--- config.mk ---
export PLATFORM = sky130hd
export DESIGN_NAME = wdog_prescaled
export DESIGN_NICKNAME = d
export VERILOG_FILES = /design/src/rtl/wdog_pkg.sv /design/src/rtl/wdog_prescaler.sv /design/src/rtl/wdog_counter.sv /design/src/rtl/wdog_guard.sv /design/src/rtl/wdog_pulse.sv /design/src/rtl/wdog_prescaled.sv
export SDC_FILE = /design/constraint.sdc
export NUM_CORES = 1
export LEC_CHECK = 0
export BUFFER_PORTS_ARGS = -buffer_cell sky130_fd_sc_hd__buf_2
export CORE_ASPECT_RATIO = 0.8
export CORE_MARGIN = 10
export CORE_UTILIZATION = 50
export DETAILED_ROUTE_END_ITERATION = 10
export PLACE_DENSITY = 0.79
export SLEW_MARGIN = 25
export SYNTH_ARGS = -nofsm -noshare
export SYNTH_HDL_FRONTEND = slang
export SYNTH_SLANG_ARGS = --single-unit
--- constraint.sdc ---
create_clock -name clk_i -period 1.9 [get_ports clk_i]
set_input_delay 0.475 -clock clk_i [delete_from_list [all_inputs] [get_ports clk_i]]
set_output_delay 0.475 -clock clk_i [all_outputs]
set_load 0.01 [all_outputs]
--- src/rtl/wdog_pkg.sv ---
package wdog_pkg;

  // Phase of the reset-pulse generator
  typedef enum logic {
    PH_IDLE = 1'b0,
    PH_HOLD = 1'b1
  } wd_phase_e;

  // Prescale selection encoding
  typedef enum logic {
    DIV_FAST = 1'b0,
    DIV_SLOW = 1'b1
  } wd_div_e;

endpackage

--- src/rtl/wdog_prescaler.sv ---
module wdog_prescaler #(
  parameter int unsigned FAST_DIV = 2,
  parameter int unsigned SLOW_DIV = 128
) (
  input  logic clk_i,
  input  logic rst_ni,
  input  logic run_i,
  input  logic clr_i,
  input  logic slow_i,
  output logic tick_o
);
  import wdog_pkg::*;

  localparam int unsigned PRE_W = (SLOW_DIV > 2) ? $clog2(SLOW_DIV) : 1;
  localparam logic [PRE_W-1:0] LIM_FAST = PRE_W'(FAST_DIV - 1);
  localparam logic [PRE_W-1:0] LIM_SLOW = PRE_W'(SLOW_DIV - 1);

  logic [PRE_W-1:0] pre_q, pre_d, limit;
  logic             pre_en;

  assign limit  = (wd_div_e'(slow_i) == DIV_SLOW) ? LIM_SLOW : LIM_FAST;
  assign tick_o = run_i && (pre_q >= limit);
  assign pre_en = clr_i | run_i;

  always_comb begin
    pre_d = pre_q;
    if (clr_i) begin
      pre_d = '0;
    end else if (run_i) begin
      if (tick_o) pre_d = '0;
      else        pre_d = pre_q + PRE_W'(1);
    end
  end

  always_ff @(posedge clk_i or negedge rst_ni) begin
    if (!rst_ni)     pre_q <= '0;
    else if (pre_en) pre_q <= pre_d;
  end

endmodule

--- src/rtl/wdog_counter.sv ---
module wdog_counter #(
  parameter int unsigned CNT_W = 16,
  parameter int unsigned RLD_W = 8
) (
  input  logic             clk_i,
  input  logic             rst_ni,
  input  logic             tick_i,
  input  logic             load_i,
  input  logic             clear_i,
  input  logic [RLD_W-1:0] reload_i,
  output logic [CNT_W-1:0] count_o,
  output logic             full_o
);
  localparam int unsigned LOW_W = CNT_W - RLD_W;

  logic [CNT_W-1:0] cnt_q, cnt_d;
  logic             cnt_en;

  assign cnt_en = clear_i | load_i | tick_i;

  always_comb begin
    cnt_d = cnt_q;
    if (clear_i)     cnt_d = '0;
    else if (load_i) cnt_d = {reload_i, {LOW_W{1'b0}}};
    else if (tick_i) cnt_d = cnt_q + CNT_W'(1);
  end

  always_ff @(posedge clk_i or negedge rst_ni) begin
    if (!rst_ni)     cnt_q <= '0;
    else if (cnt_en) cnt_q <= cnt_d;
  end

  assign count_o = cnt_q;
  assign full_o  = &cnt_q;

endmodule

--- src/rtl/wdog_guard.sv ---
module wdog_guard (
  input  logic clk_i,
  input  logic rst_ni,
  input  logic restart_i,
  input  logic hold_i,
  input  logic dis_i,
  input  logic einit_i,
  output logic en_o
);
  logic en_q, en_d;
  logic lock_q, lock_d;
  logic upd;

  assign upd = restart_i | ~hold_i;

  always_comb begin
    en_d   = en_q;
    lock_d = lock_q;
    if (restart_i) begin
      en_d   = 1'b1;
      lock_d = 1'b0;
    end else if (!hold_i) begin
      lock_d = lock_q | einit_i;
      if (dis_i && !lock_q && !einit_i) en_d = 1'b0;
    end
  end

  always_ff @(posedge clk_i or negedge rst_ni) begin
    if (!rst_ni) begin
      en_q   <= 1'b1;
      lock_q <= 1'b0;
    end else if (upd) begin
      en_q   <= en_d;
      lock_q <= lock_d;
    end
  end

  assign en_o = en_q;

endmodule

--- src/rtl/wdog_pulse.sv ---
module wdog_pulse #(
  parameter int unsigned PULSE_CYCLES = 8
) (
  input  logic clk_i,
  input  logic rst_ni,
  input  logic start_i,
  output logic active_o,
  output logic done_o
);
  import wdog_pkg::*;

  generate
    if (PULSE_CYCLES <= 1) begin : g_single
      logic act_q;
      always_ff @(posedge clk_i or negedge rst_ni) begin
        if (!rst_ni) act_q <= 1'b0;
        else         act_q <= act_q ? 1'b0 : start_i;
      end
      assign active_o = act_q;
      assign done_o   = act_q;
    end else begin : g_multi
      localparam int unsigned REM_W = $clog2(PULSE_CYCLES);
      wd_phase_e        ph_q, ph_d;
      logic [REM_W-1:0] rem_q, rem_d;

      always_comb begin
        ph_d  = ph_q;
        rem_d = rem_q;
        case (ph_q)
          PH_IDLE: if (start_i) begin
            ph_d  = PH_HOLD;
            rem_d = REM_W'(PULSE_CYCLES - 1);
          end
          PH_HOLD: begin
            if (rem_q == '0) ph_d = PH_IDLE;
            else             rem_d = rem_q - REM_W'(1);
          end
          default: ph_d = PH_IDLE;
        endcase
      end

      always_ff @(posedge clk_i or negedge rst_ni) begin
        if (!rst_ni) begin
          ph_q  <= PH_IDLE;
          rem_q <= '0;
        end else begin
          ph_q  <= ph_d;
          rem_q <= rem_d;
        end
      end

      assign active_o = (ph_q == PH_HOLD);
      assign done_o   = (ph_q == PH_HOLD) && (rem_q == '0);
    end
  endgenerate

endmodule

--- src/rtl/wdog_prescaled.sv ---
module wdog_prescaled #(
  parameter int unsigned CNT_W        = 16,
  parameter int unsigned RLD_W        = 8,
  parameter int unsigned FAST_DIV     = 2,
  parameter int unsigned SLOW_DIV     = 128,
  parameter int unsigned PULSE_CYCLES = 8
) (
  input  logic             clk_i,
  input  logic             rst_ni,
  input  logic             svc_i,
  input  logic             dis_i,
  input  logic             einit_i,
  input  logic             div_sel_i,
  input  logic [RLD_W-1:0] reload_i,
  output logic [CNT_W-1:0] count_o,
  output logic             rst_req_o,
  output logic             rst_out_no
);
  logic en, run, tick, full, ovf, svc_ok;
  logic active, done, pre_clr, cnt_clr;

  assign run     = en & ~active;
  assign ovf     = tick & full;
  assign svc_ok  = svc_i & ~active;
  assign cnt_clr = ovf | done;
  assign pre_clr = cnt_clr | svc_ok;

  wdog_prescaler #(
    .FAST_DIV(FAST_DIV),
    .SLOW_DIV(SLOW_DIV)
  ) u_presc (
    .clk_i (clk_i),
    .rst_ni(rst_ni),
    .run_i (run),
    .clr_i (pre_clr),
    .slow_i(div_sel_i),
    .tick_o(tick)
  );

  wdog_counter #(
    .CNT_W(CNT_W),
    .RLD_W(RLD_W)
  ) u_cnt (
    .clk_i   (clk_i),
    .rst_ni  (rst_ni),
    .tick_i  (tick),
    .load_i  (svc_ok),
    .clear_i (cnt_clr),
    .reload_i(reload_i),
    .count_o (count_o),
    .full_o  (full)
  );

  wdog_guard u_guard (
    .clk_i    (clk_i),
    .rst_ni   (rst_ni),
    .restart_i(done),
    .hold_i   (active),
    .dis_i    (dis_i),
    .einit_i  (einit_i),
    .en_o     (en)
  );

  wdog_pulse #(
    .PULSE_CYCLES(PULSE_CYCLES)
  ) u_pulse (
    .clk_i   (clk_i),
    .rst_ni  (rst_ni),
    .start_i (ovf),
    .active_o(active),
    .done_o  (done)
  );

  assign rst_req_o  = active;
  assign rst_out_no = ~active;

endmodule

==> flow_metrics.env <==
export IMPL_die_h_microns=74.2
export IMPL_n_antenna_cell=0
export IMPL_die_x_microns=87.7
export IMPL_place_area_sq_um=2340
export IMPL_syn_cell_area_sq_um=1830
export IMPL_clock_skew_ns=0.00520
export IMPL_nFillCells=281
export IMPL_stdcell_count=324
export IMPL_cp_start_kind="primary input"
export IMPL_crit_arrival_ns=2.10
export IMPL_clkSinkCount=29
export IMPL_min_path_type="primary input to async pin"
export IMPL_min_period_ns=1.94
export IMPL_hpwl_mm=3.89
export IMPL_ys_ff_latch=29
export IMPL_reg2reg_to="u_pulse.g_multi.rem_q[1]$_DFFE_PN0P_"
export IMPL_violations="setup timing"
export IMPL_drtIter0Drc=183
export IMPL_syn_nets=235
export IMPL_dieArea_sq_um=6500
export IMPL_fp_row_count=19
export IMPL_layout_common_cells="buf_4, buf_2, dfrtp_1, a21oi_1, nand2_1"
export IMPL_report_final_slew_viol_count=0
export IMPL_synth_area_per_cell_sq_um=8.69
export IMPL_status="finished with violations"
export IMPL_final_setup_viol_count=7
export IMPL_placed_cells_incl_taps=316
export IMPL_rrSetupSlack_ns=0.01
export IMPL_final_common_cell="buf_4"
export IMPL_clock_latency_ns=0.28
export IMPL_fin_util=0.721
export IMPL_postCtsHoldBufs=0
export IMPL_ff2ff_path_depth=7
export IMPL_synthCells=211
export IMPL_hold_violations=0
export IMPL_cts_root_buffer="clkbuf_8"
export IMPL_drc=0
export IMPL_timing_final_ws_setup_ns=-0.0435
export IMPL_final_area_sq_um=2500
export IMPL_cp_max_fo=11
export IMPL_vias=1896
export IMPL_drive_gt1_frac=0.358
export IMPL_io_buffers=31
export IMPL_slew_headroom=0.555
export IMPL_synthArstFlopShare=1.00
export IMPL_ys_types=45
export IMPL_cts_path_max_buffers=2
export IMPL_avgRoutedWirePerCell_microns=16.0
export IMPL_grt_max_degree=30
export IMPL_clk_pin_slew_worst_paths_ns=0.07
export IMPL_h_tree_depth=2
export IMPL_cts_buffers=5
export IMPL_io_pins=32
export IMPL_core_sq_um=3470
export IMPL_synthToLayoutAreaGrowth_pct=36.5
export IMPL_ir_drop_uv=556
export IMPL_antenna_found_initial=0
export IMPL_power_total_uw=1440
export IMPL_timing_fmax_mhz=515
export IMPL_multi_input_area_sq_um=1110
export IMPL_antenna_left=0
export IMPL_synth_edf_count=0
export IMPL_finish_net_count=305
export IMPL_endpoint_kind="flip-flop"
export IMPL_grt_pass1_vias=1884
export IMPL_tightest_slew_ns=0.668
export IMPL_first_pass_iters=4
export IMPL_fin_crit_sh=1.02
export IMPL_max_cap_violations=0
export IMPL_totalWireLength_mm=5.19
export IMPL_grt_overflow=0
export IMPL_reg2reg_from="u_cnt.count_o[0]$_DFFE_PN0P_"
export IMPL_yosysSeqAreaShare=0.397
export IMPL_tritoncts="built"
export IMPL_rsz0062_at_grt="true"
export IMPL_synth_top_flop_cell="dfrtp_1"
export IMPL_initial_core_util=0.528
export IMPL_yosys_warnings=0
export IMPL_p_per_area_nw_per_um2=578
export IMPL_crit_type="primary input to flip-flop"
export IMPL_via_per_inst=5.85
export IMPL_required_ns=2.06
export IMPL_grt_usage=0.165
export IMPL_p_leak_uw=0.00110
export IMPL_dpl_worst_slack_ns=-0.372
export IMPL_grt_pass1_wl_mm=8.78
export IMPL_ff_latch_area_sq_um=729
export IMPL_gp_congestion=0.874
==> layout make-up <==
cell class / count / area share
Clock buffer: 7 / 0.0385
Inverter: 7 / 0.0120
Tap cell: 42 / 0.0210
Multi-Input combinational cell: 165 / 0.443
Timing Repair Buffer: 73 / 0.192
Sequential cell: 29 / 0.292
Clock inverter: 1 / 0.00200
==> cells in the mapped netlist (4+ instances only) <==
master,count,share of area
a32oi_1,4,0.019
nor3_1,5,0.014
xor2_1,5,0.024
clkbuf_1,9,0.018
nor2_1,20,0.041
ha_1,10,0.068
o21ai_0,9,0.025
or3_1,6,0.020
nand4_1,8,0.027
nand3_1,10,0.027
o22ai_1,5,0.017
nand2_1,21,0.043
a21oi_1,23,0.063
dfrtp_1,28,0.38
inv_1,7,0.014
==> routing by layer <==
metal / vias up / wire [microns] / global-route usage
met1: 897 / 2320 / 0.213
li1: 922 / - / -
met2: 69 / 2410 / 0.269
met4: 0 / 38 / 0.0371
met3: 8 / 417 / 0.0469
met5: - / 0 / 0
==> through the flow <==
step,hold WS [ns],setup TNS [ns]
6_report,0.222,-0.180
5_1_grt,0.269,-2.67
4_1_cts,0.247,-0.107
3_5_place_dp,0.508,-6.96
3_3_place_gp,0.498,-5.76
2_1_floorplan,0.179,-1.65
==> worst max-delay path, cell delays in order <==
cell        delay (ns)
buf_6             0.07
clkinvlp_4        0.16
ha_1              0.33
o211ai_1          0.08
o211ai_1          0.22
nand2_1           0.22
buf_4             0.23
a32oi_1           0.21
o22ai_1           0.10
==> what timing repair did <==
item | 4_1_cts | 5_1_grt
setup buffers | 0 | 0
resized for setup | 9 | 4
pin swaps | 4 | 0
endpoints found under the setup margin | 16 | 24
==> sequential cells by signal, summed over array words and instances, names as in the netlist <==
register and flops:
u_guard.en_o 1, u_cnt.count_o 16, u_guard.lock_q 1, u_presc.pre_q 7
u_pulse.g_multi.rem_q 3, u_pulse.active_o 1
==> where the power goes <==
group,leakage [uW],internal [uW],total [uW],switching (uW)
registers,0.000377,643,667,24.8
logic,0.000666,96.3,212,116
clock network,0.0000542,327,565,238
==> kinds of logic (layout without fill, tap and decap cells) <==
logic type                 count (synthesis)  count (layout)  synth area share
and+or+nand+nor                           89              89             0.249
buffers and inverters                     17              88            0.0389
muxes                                      1               1           0.00546
adders and majority gates                 10              10            0.0683
DFF                                       29              29             0.397
xor gates and xnor gates                   7               7            0.0334
AOI/OAI and AO/OA                         58              58             0.208
==> worst max path at each step <==
stage | end | depth (start not counted) | start | slack [ns]
2_1_floorplan | u_cnt.count_o[15]$_DFFE_PN0P_ | 8 | div_sel_i | -0.14
3_3_place_gp | u_cnt.count_o[3]$_DFFE_PN0P_ | 9 | div_sel_i | -0.31
3_5_place_dp | u_cnt.count_o[5]$_DFFE_PN0P_ | 9 | div_sel_i | -0.37
4_1_cts | u_cnt.count_o[14]$_DFFE_PN0P_ | 9 | div_sel_i | -0.04
5_1_grt | u_cnt.count_o[10]$_DFFE_PN0P_ | 9 | div_sel_i | -0.22
6_report | u_cnt.count_o[14]$_DFFE_PN0P_ | 9 | div_sel_i | -0.04
Power figures use the tool's default switching activity.
